==> config.mk <==
export PLATFORM = sky130hd
export DESIGN_NAME = alsadc_seq
export DESIGN_NICKNAME = d
export VERILOG_FILES = /design/src/rtl/alsadc_pkg.sv /design/src/rtl/alsadc_window_timer.sv /design/src/rtl/alsadc_chan_acc.sv /design/src/rtl/alsadc_result_buf.sv /design/src/rtl/alsadc_seq.sv
export SDC_FILE = /design/constraint.sdc
export NUM_CORES = 1
export LEC_CHECK = 0
export ABC_AREA = 1
export CAP_MARGIN = 5
export CORE_MARGIN = 1
export CORE_UTILIZATION = 50
export DETAILED_ROUTE_END_ITERATION = 10
export PLACE_DENSITY = 0.8
export SLEW_MARGIN = 40
export SYNTH_ARGS = -nofsm -noshare
export SYNTH_HDL_FRONTEND = slang
export SYNTH_SLANG_ARGS = --single-unit
export TNS_END_PERCENT = 1
==> constraint.sdc <==
create_clock -name clk -period 3.4 [get_ports clk]
set_input_delay 0.85 -clock clk [delete_from_list [all_inputs] [get_ports clk]]
set_output_delay 0.85 -clock clk [all_outputs]
set_load 0.02 [all_outputs]
==> src/rtl/alsadc_pkg.sv <==
package alsadc_pkg;

   typedef enum logic [1:0] {
      ITIME_SHORT  = 2'b00,
      ITIME_MID    = 2'b01,
      ITIME_LONG   = 2'b10,
      ITIME_MANUAL = 2'b11
   } itime_e;

   // Window length in oscillator cycles for a select code.
   function automatic int unsigned window_cycles(
      input logic [1:0]  sel,
      input int unsigned unit,
      input int unsigned m_short,
      input int unsigned m_mid,
      input int unsigned m_long
   );
      case (sel)
         2'b00:   return unit * m_short;
         2'b01:   return unit * m_mid;
         default: return unit * m_long;
      endcase
   endfunction

endpackage

==> src/rtl/alsadc_window_timer.sv <==
module alsadc_window_timer
   import alsadc_pkg::*;
#(
   parameter int unsigned UNIT       = 918,
   parameter int unsigned MULT_SHORT = 11,
   parameter int unsigned MULT_MID   = 81,
   parameter int unsigned MULT_LONG  = 322
) (
   input  logic       clk,
   input  logic       rst_n,
   input  logic       active_i,
   input  logic [1:0] sel_i,
   output logic       win_end_o
);

   localparam int unsigned WIN_MAX = UNIT * MULT_LONG;
   localparam int unsigned CYC_W   = $clog2(WIN_MAX + 1);

   logic [CYC_W-1:0] cyc_q;
   logic [CYC_W-1:0] last_c;

   always_comb begin
      last_c    = CYC_W'(window_cycles(sel_i, UNIT, MULT_SHORT, MULT_MID, MULT_LONG) - 1);
      win_end_o = active_i && (cyc_q >= last_c);
   end

   always_ff @(posedge clk or negedge rst_n) begin
      if (!rst_n) begin
         cyc_q <= '0;
      end else if (!active_i || win_end_o) begin
         cyc_q <= '0;
      end else begin
         cyc_q <= cyc_q + 1'b1;
      end
   end

   // the position counter never passes the longest window
   a_r2_window_bound : assert property (@(posedge clk) disable iff (!rst_n)
      cyc_q < CYC_W'(WIN_MAX));

endmodule

==> src/rtl/alsadc_chan_acc.sv <==
module alsadc_chan_acc #(
   parameter int unsigned DATA_W = 16,
   parameter int unsigned OFFSET = 2
) (
   input  logic              clk,
   input  logic              rst_n,
   input  logic              active_i,
   input  logic              win_end_i,
   input  logic              pulse_i,
   output logic [DATA_W-1:0] result_o
);

   localparam int unsigned RAW_W   = DATA_W + 1;
   localparam logic [RAW_W-1:0] SAT_RAW = RAW_W'((2 ** DATA_W) - 1 + OFFSET);
   localparam logic [RAW_W-1:0] OFF_RAW = RAW_W'(OFFSET);

   logic [RAW_W-1:0] raw_q, raw_next;
   logic             gate_q;
   logic             accept;

   always_comb begin
      accept   = active_i && pulse_i && !gate_q;
      raw_next = (accept && raw_q != SAT_RAW) ? raw_q + 1'b1 : raw_q;
      if (raw_next < OFF_RAW) result_o = '0;
      else                    result_o = DATA_W'(raw_next - OFF_RAW);
   end

   always_ff @(posedge clk or negedge rst_n) begin
      if (!rst_n) begin
         raw_q  <= '0;
         gate_q <= 1'b0;
      end else if (!active_i || win_end_i) begin
         raw_q  <= '0;
         gate_q <= 1'b0;
      end else begin
         raw_q  <= raw_next;
         gate_q <= accept;
      end
   end

   // two increments never happen on back-to-back edges
   a_r3_rate_cap : assert property (@(posedge clk) disable iff (!rst_n)
      (raw_q == $past(raw_q) + 1'b1) |=> (raw_q != $past(raw_q) + 1'b1));

   // the running count stays within the saturated range
   a_r5_saturate : assert property (@(posedge clk) disable iff (!rst_n)
      raw_q <= SAT_RAW);

endmodule

==> src/rtl/alsadc_result_buf.sv <==
module alsadc_result_buf #(
   parameter int unsigned NCH    = 2,
   parameter int unsigned DATA_W = 16
) (
   input  logic                       clk,
   input  logic                       rst_n,
   input  logic                       load_i,
   input  logic [NCH-1:0][DATA_W-1:0] res_i,
   output logic [NCH-1:0][DATA_W-1:0] data_o,
   output logic                       done_o
);

   logic [NCH-1:0][DATA_W-1:0] data_q;
   logic                       done_q;

   always_ff @(posedge clk or negedge rst_n) begin
      if (!rst_n) begin
         data_q <= '0;
         done_q <= 1'b0;
      end else begin
         done_q <= load_i;
         if (load_i) data_q <= res_i;
      end
   end

   assign data_o = data_q;
   assign done_o = done_q;

   // published data only moves on a load
   a_r7_hold : assert property (@(posedge clk) disable iff (!rst_n)
      !load_i |=> $stable(data_q));

endmodule

==> src/rtl/alsadc_seq.sv <==
module alsadc_seq
   import alsadc_pkg::*;
#(
   parameter int unsigned UNIT       = 918,
   parameter int unsigned MULT_SHORT = 11,
   parameter int unsigned MULT_MID   = 81,
   parameter int unsigned MULT_LONG  = 322,
   parameter int unsigned DATA_W     = 16,
   parameter int unsigned OFFSET     = 2
) (
   input  logic              clk,
   input  logic              rst_n,
   input  logic              en_i,
   input  logic [1:0]        itime_i,
   input  logic [1:0]        cmp_pulse_i,
   output logic [DATA_W-1:0] ch0_data_o,
   output logic [DATA_W-1:0] ch1_data_o,
   output logic              done_o
);

   localparam int unsigned NCH = 2;

   if (UNIT < 2 || (UNIT % 2) != 0) begin : g_bad_unit
      $error("UNIT must be even and at least 2");
   end
   if (MULT_SHORT == 0 || MULT_SHORT > MULT_MID || MULT_MID > MULT_LONG) begin : g_bad_mult
      $error("window multiples must be nonzero and ascending");
   end
   if (DATA_W < 4 || DATA_W > 24) begin : g_bad_width
      $error("DATA_W out of supported range");
   end
   if (OFFSET > 15) begin : g_bad_offset
      $error("OFFSET out of supported range");
   end

   logic                       active;
   logic                       win_end;
   logic [NCH-1:0][DATA_W-1:0] res;
   logic [NCH-1:0][DATA_W-1:0] data;

   assign active = en_i && (itime_i != ITIME_MANUAL);

   alsadc_window_timer #(
      .UNIT       (UNIT),
      .MULT_SHORT (MULT_SHORT),
      .MULT_MID   (MULT_MID),
      .MULT_LONG  (MULT_LONG)
   ) u_timer (
      .clk       (clk),
      .rst_n     (rst_n),
      .active_i  (active),
      .sel_i     (itime_i),
      .win_end_o (win_end)
   );

   for (genvar c = 0; c < NCH; c++) begin : g_chan
      alsadc_chan_acc #(
         .DATA_W (DATA_W),
         .OFFSET (OFFSET)
      ) u_acc (
         .clk       (clk),
         .rst_n     (rst_n),
         .active_i  (active),
         .win_end_i (win_end),
         .pulse_i   (cmp_pulse_i[c]),
         .result_o  (res[c])
      );
   end

   alsadc_result_buf #(
      .NCH    (NCH),
      .DATA_W (DATA_W)
   ) u_buf (
      .clk    (clk),
      .rst_n  (rst_n),
      .load_i (win_end),
      .res_i  (res),
      .data_o (data),
      .done_o (done_o)
   );

   assign ch0_data_o = data[0];
   assign ch1_data_o = data[1];

   // the strobe follows the window end and lasts one cycle
   a_r6_done_follows_end : assert property (@(posedge clk) disable iff (!rst_n)
      win_end |=> done_o);
   a_r6_done_single : assert property (@(posedge clk) disable iff (!rst_n)
      done_o |=> !done_o);

   // an idle converter publishes nothing
   a_r9_idle_no_done : assert property (@(posedge clk) disable iff (!rst_n)
      !active |=> !done_o);

endmodule

==> impl_results.md <==
* Compound-cell area share of the yosys netlist at between 5 and 6%
* Total count of max-transition violations in the final report at 0
* Adder-cell share of the synthesized area at 3.88%
* Pre-CTS worst setup slack at approximately 0.010 ns
* Max Clk Rate at 328 MHz
* Sum of overflow across all layers after global routing at 0
* Sequential Power Share at roughly 43%
* Height of the die at 113 µm
* Internal portion of total power at 0.00184 W
* Synth async-reset ratio at between 90% and 100%
* Standard-cell row count at 40
* Layout Area Growth over Synthesis at 16.6%
* Final worst-path cycle share at 89.6%
* Number of sinks handled by clock tree synthesis at slightly below 90
* Die area at 0.0127 mm²
* Final wirelength at 14200 µm
* Cell taking the most area after synthesis: sky130_fd_sc_hd__dfrtp_1
* Peak supply drop at 0.229 mV
* Number of distinct library cells after synthesis at 44
* Clk root buf: sky130_fd_sc_hd__clkbuf_16
* Number of routed nets with antenna violations at 0
* Max capacitance violation total at 0
* Detail Placement HPWL at 10600 µm
* Number of buffers inserted during clock tree synthesis at 9
* Most instantiated flip-flop cell in the synthesis netlist: sky130_fd_sc_hd__dfrtp_1
* Max Fanout on Critical Path at 16
* Routed WL per cell at 12.9 µm
* Netlist area before placement at about 0.0061 mm²
* Largest family of logic cells by synthesized area: simple AND/OR/NAND/NOR gates
* Type of the worst min-delay path: reg2reg
* CTS tree: yes
* # IOs at 40
* Mapped Avg Cell Area at 6.93 µm²
* Number of buffers on the longest clock path at 2
* Data arrival at the endpoint of the critical path at 3.28 ns
* CTS H-Tree Depth at 3
* Vias per Instance at roughly 5.3
* Total setup violations reported at the end of the flow at 0
* Clk_skew at 0.0118 ns
* Fraction of final layout cells with drive strength greater than 1 at 13.3%
* Buffers inserted by post-CTS timing repair at 0
* Crit path launch type: input port
* Number of port buffers at 39
* Minimum clock period at 3.05 ns
* Worst-Margin Slew at 0.665 ns
* Worst slew slack as a fraction of its limit at 55.6%
* Cell types with the highest counts after synthesis: sky130_fd_sc_hd__nand2_1, sky130_fd_sc_hd__nor2_1, sky130_fd_sc_hd__dfrtp_1
* Final worst hold slack at 0.480 ns
* Mux contribution to synthesized area at 0%
* Clock slew at the register clock pins of the worst setup and hold paths at 0.07 ns
* Static Leak at 3.52 nW
* Portion of synthesized cell area occupied by the leading cell type at between 30% and 40%
* First-pass GRT wire length at 24600 µm
* Ranking of synthesized cells by area: sky130_fd_sc_hd__dfrtp_1, sky130_fd_sc_hd__nand2_1, sky130_fd_sc_hd__nor2_1, sky130_fd_sc_hd__nand3_1, sky130_fd_sc_hd__inv_1
* Total of flip-flops plus latches after synthesis at 88
* Warning count from the yosys run at 0
* Final total negative setup slack at 0 ns
* Number of fill cells at 1101
* Total via count in the routed design at 5800
* Switching Share at 31.8%
* Worst EP required at around 3.6 ns
* Share of the synthesized netlist area taken by xor and xnor gates at 1.86%
* Number of hold buffers added after cts at 0
* Post-layout nets at 977
* Share of total power in combinational logic at ~23%
* Initial antenna violation count at 0
* Category of the worst setup path capture point: register
* Tot GR Track Use at 24.1%
* Result of the run: complete, no violations
* Clk Latency, worst-skew pair at 0.35 ns
* Most frequent cell after synthesis: sky130_fd_sc_hd__nand2_1
* Final-report hold violation count at 0
* Seq/Total Area, Yosys at between 30% and 40%
* RD Place Congestion at 0.920
* Via count of the first global-routing pass at approximately 5400
* Number of enable flip-flop cells after synthesis at 0
* Clock power share at 34.5%
* Switching pwr at about 0.00085 W
* Pwr Total at approximately 0.0027 W
* Power density over the cells at 377 mW/mm²
* Cells after Synth at 884
* Maximum number of pins on one net before global-route repair at 49
* RSZ-0062 raised after global routing: no
* Total DRC errors in the routed layout at 0
* Final worst setup slack at 0.355 ns
* Antenna diode count at 0
* Initial DRC Count at 331
* Initial core utilization at 51.2%
* Post-CTS sizing at 0
* Simple-gate share of the synthesized area at between 40% and 50%
* Floorplan core area at 0.0120 mm²
* Initial DRT Pass Iterations at 5
* Final core utilization at 59.7%
* Worst Path Class, Setup: in2reg
* Width of the die at 113 µm
* Synth Net Count at 910
-- placed cells by master, fill, tap and decap left out, types with 3 or more instances in the layout --
cell type	instances
sky130_fd_sc_hd__clkdlybuf4s50_1	38
sky130_fd_sc_hd__nand3_1	76
sky130_fd_sc_hd__o21ai_0	19
sky130_fd_sc_hd__nor2_4	10
sky130_fd_sc_hd__inv_2	8
sky130_fd_sc_hd__o21ai_1	12
sky130_fd_sc_hd__dfrtp_1	88
sky130_fd_sc_hd__clkbuf_16	9
sky130_fd_sc_hd__a21oi_1	11
sky130_fd_sc_hd__clkinv_4	4
sky130_fd_sc_hd__xnor2_1	3
sky130_fd_sc_hd__nand3b_1	6
sky130_fd_sc_hd__nor3_1	10
sky130_fd_sc_hd__nand2_1	272
sky130_fd_sc_hd__nor2_2	11
sky130_fd_sc_hd__nand2_2	23
sky130_fd_sc_hd__o21ai_2	5
sky130_fd_sc_hd__nor4_1	3
sky130_fd_sc_hd__nor2_1	145
sky130_fd_sc_hd__inv_1	75
sky130_fd_sc_hd__xor2_1	10
sky130_fd_sc_hd__nand4_1	29
sky130_fd_sc_hd__nand2_4	7
sky130_fd_sc_hd__ha_1	19
sky130_fd_sc_hd__buf_4	34
-- state kept, by name, summed over array words and instances, names as in the netlist --
register             count
g_chan.u_acc.raw_q      34
u_buf.data_o            32
u_timer.cyc_q           19
g_chan.u_acc.gate_q      2
u_buf.done_o             1
-- metal layers --
layer  wire length, µm  track usage [%]
met2              6990             41.7
met3               586             3.91
met4               287             8.27
met5                 0                0
met1              6320             30.7
-- power by group through the flow --
stage | clock network [W] | logic (W) | registers (W)
floorplan | 0 | 0.000358 | 0.00120
global placement | 0 | 0.000608 | 0.00116
detailed placement | 0 | 0.000618 | 0.00116
CTS | 0.000947 | 0.000622 | 0.00114
global route | 0.000984 | 0.000690 | 0.00115
finish | 0.000928 | 0.000619 | 0.00114
-- layout make-up --
class | count | area [µm²] | area share, %
inverters | 85 | 320 | 4.48
multi-input cells | 693 | 3490 | 48.8
repair buffers | 74 | 676 | 9.46
clock inverters | 6 | 47.5 | 0.666
flip-flops and latches | 88 | 2200 | 30.8
well taps | 147 | 184 | 2.57
clock buffers | 9 | 225 | 3.15
-- kinds of logic (layout without fill, tap and decap cells) --
family,count (synthesis),in the layout
compound gates,58,58
xor+xnor,13,13
fa+ha+maj,19,19
buf+inv,103,174
flops,88,88
simple gates,603,603
-- final timing paths --
kind / startpoint / end / slack, ns / depth (start not counted)
min in group asynchronous: rst_n / g_chan[0].u_acc.gate_q / 0.53 / 1
hold reg to reg: u_buf.data_o[31] / u_buf.data_o[31] / 0.48 / 2
hold / removal: u_buf.data_o[31] / u_buf.data_o[31] / 0.48 / 2
setup / recovery: itime_i[1] / u_buf.data_o[3] / 0.35 / 15
max in group asynchronous: rst_n / u_buf.data_o[6] / 2.21 / 2
setup reg to reg: g_chan[0].u_acc.raw_q[1] / u_buf.data_o[3] / 0.72 / 18
-- worst max-delay path, stage by stage --
cell,delay [ns]
sky130_fd_sc_hd__clkdlybuf4s50_1,0.52
sky130_fd_sc_hd__inv_2,0.11
sky130_fd_sc_hd__o21ai_2,0.23
sky130_fd_sc_hd__nor2_4,0.09
sky130_fd_sc_hd__nand2_8,0.08
sky130_fd_sc_hd__buf_4,0.23
sky130_fd_sc_hd__nand2_1,0.13
sky130_fd_sc_hd__nand2_2,0.09
sky130_fd_sc_hd__nand2_1,0.11
sky130_fd_sc_hd__inv_2,0.06
sky130_fd_sc_hd__nand3_1,0.08
sky130_fd_sc_hd__nor2_2,0.18
sky130_fd_sc_hd__nand3_2,0.27
sky130_fd_sc_hd__o211ai_1,0.18
sky130_fd_sc_hd__nand2_1,0.07
-- through the flow --
stage	std cells	cell area (µm²)
2_1_floorplan	884	6130
3_3_place_gp	1087	6870
4_1_cts	1102	7140
5_1_grt	1102	7140
6_report	1102	7140
3_5_place_dp	1087	6870
(Power assumes the default switching activity.)
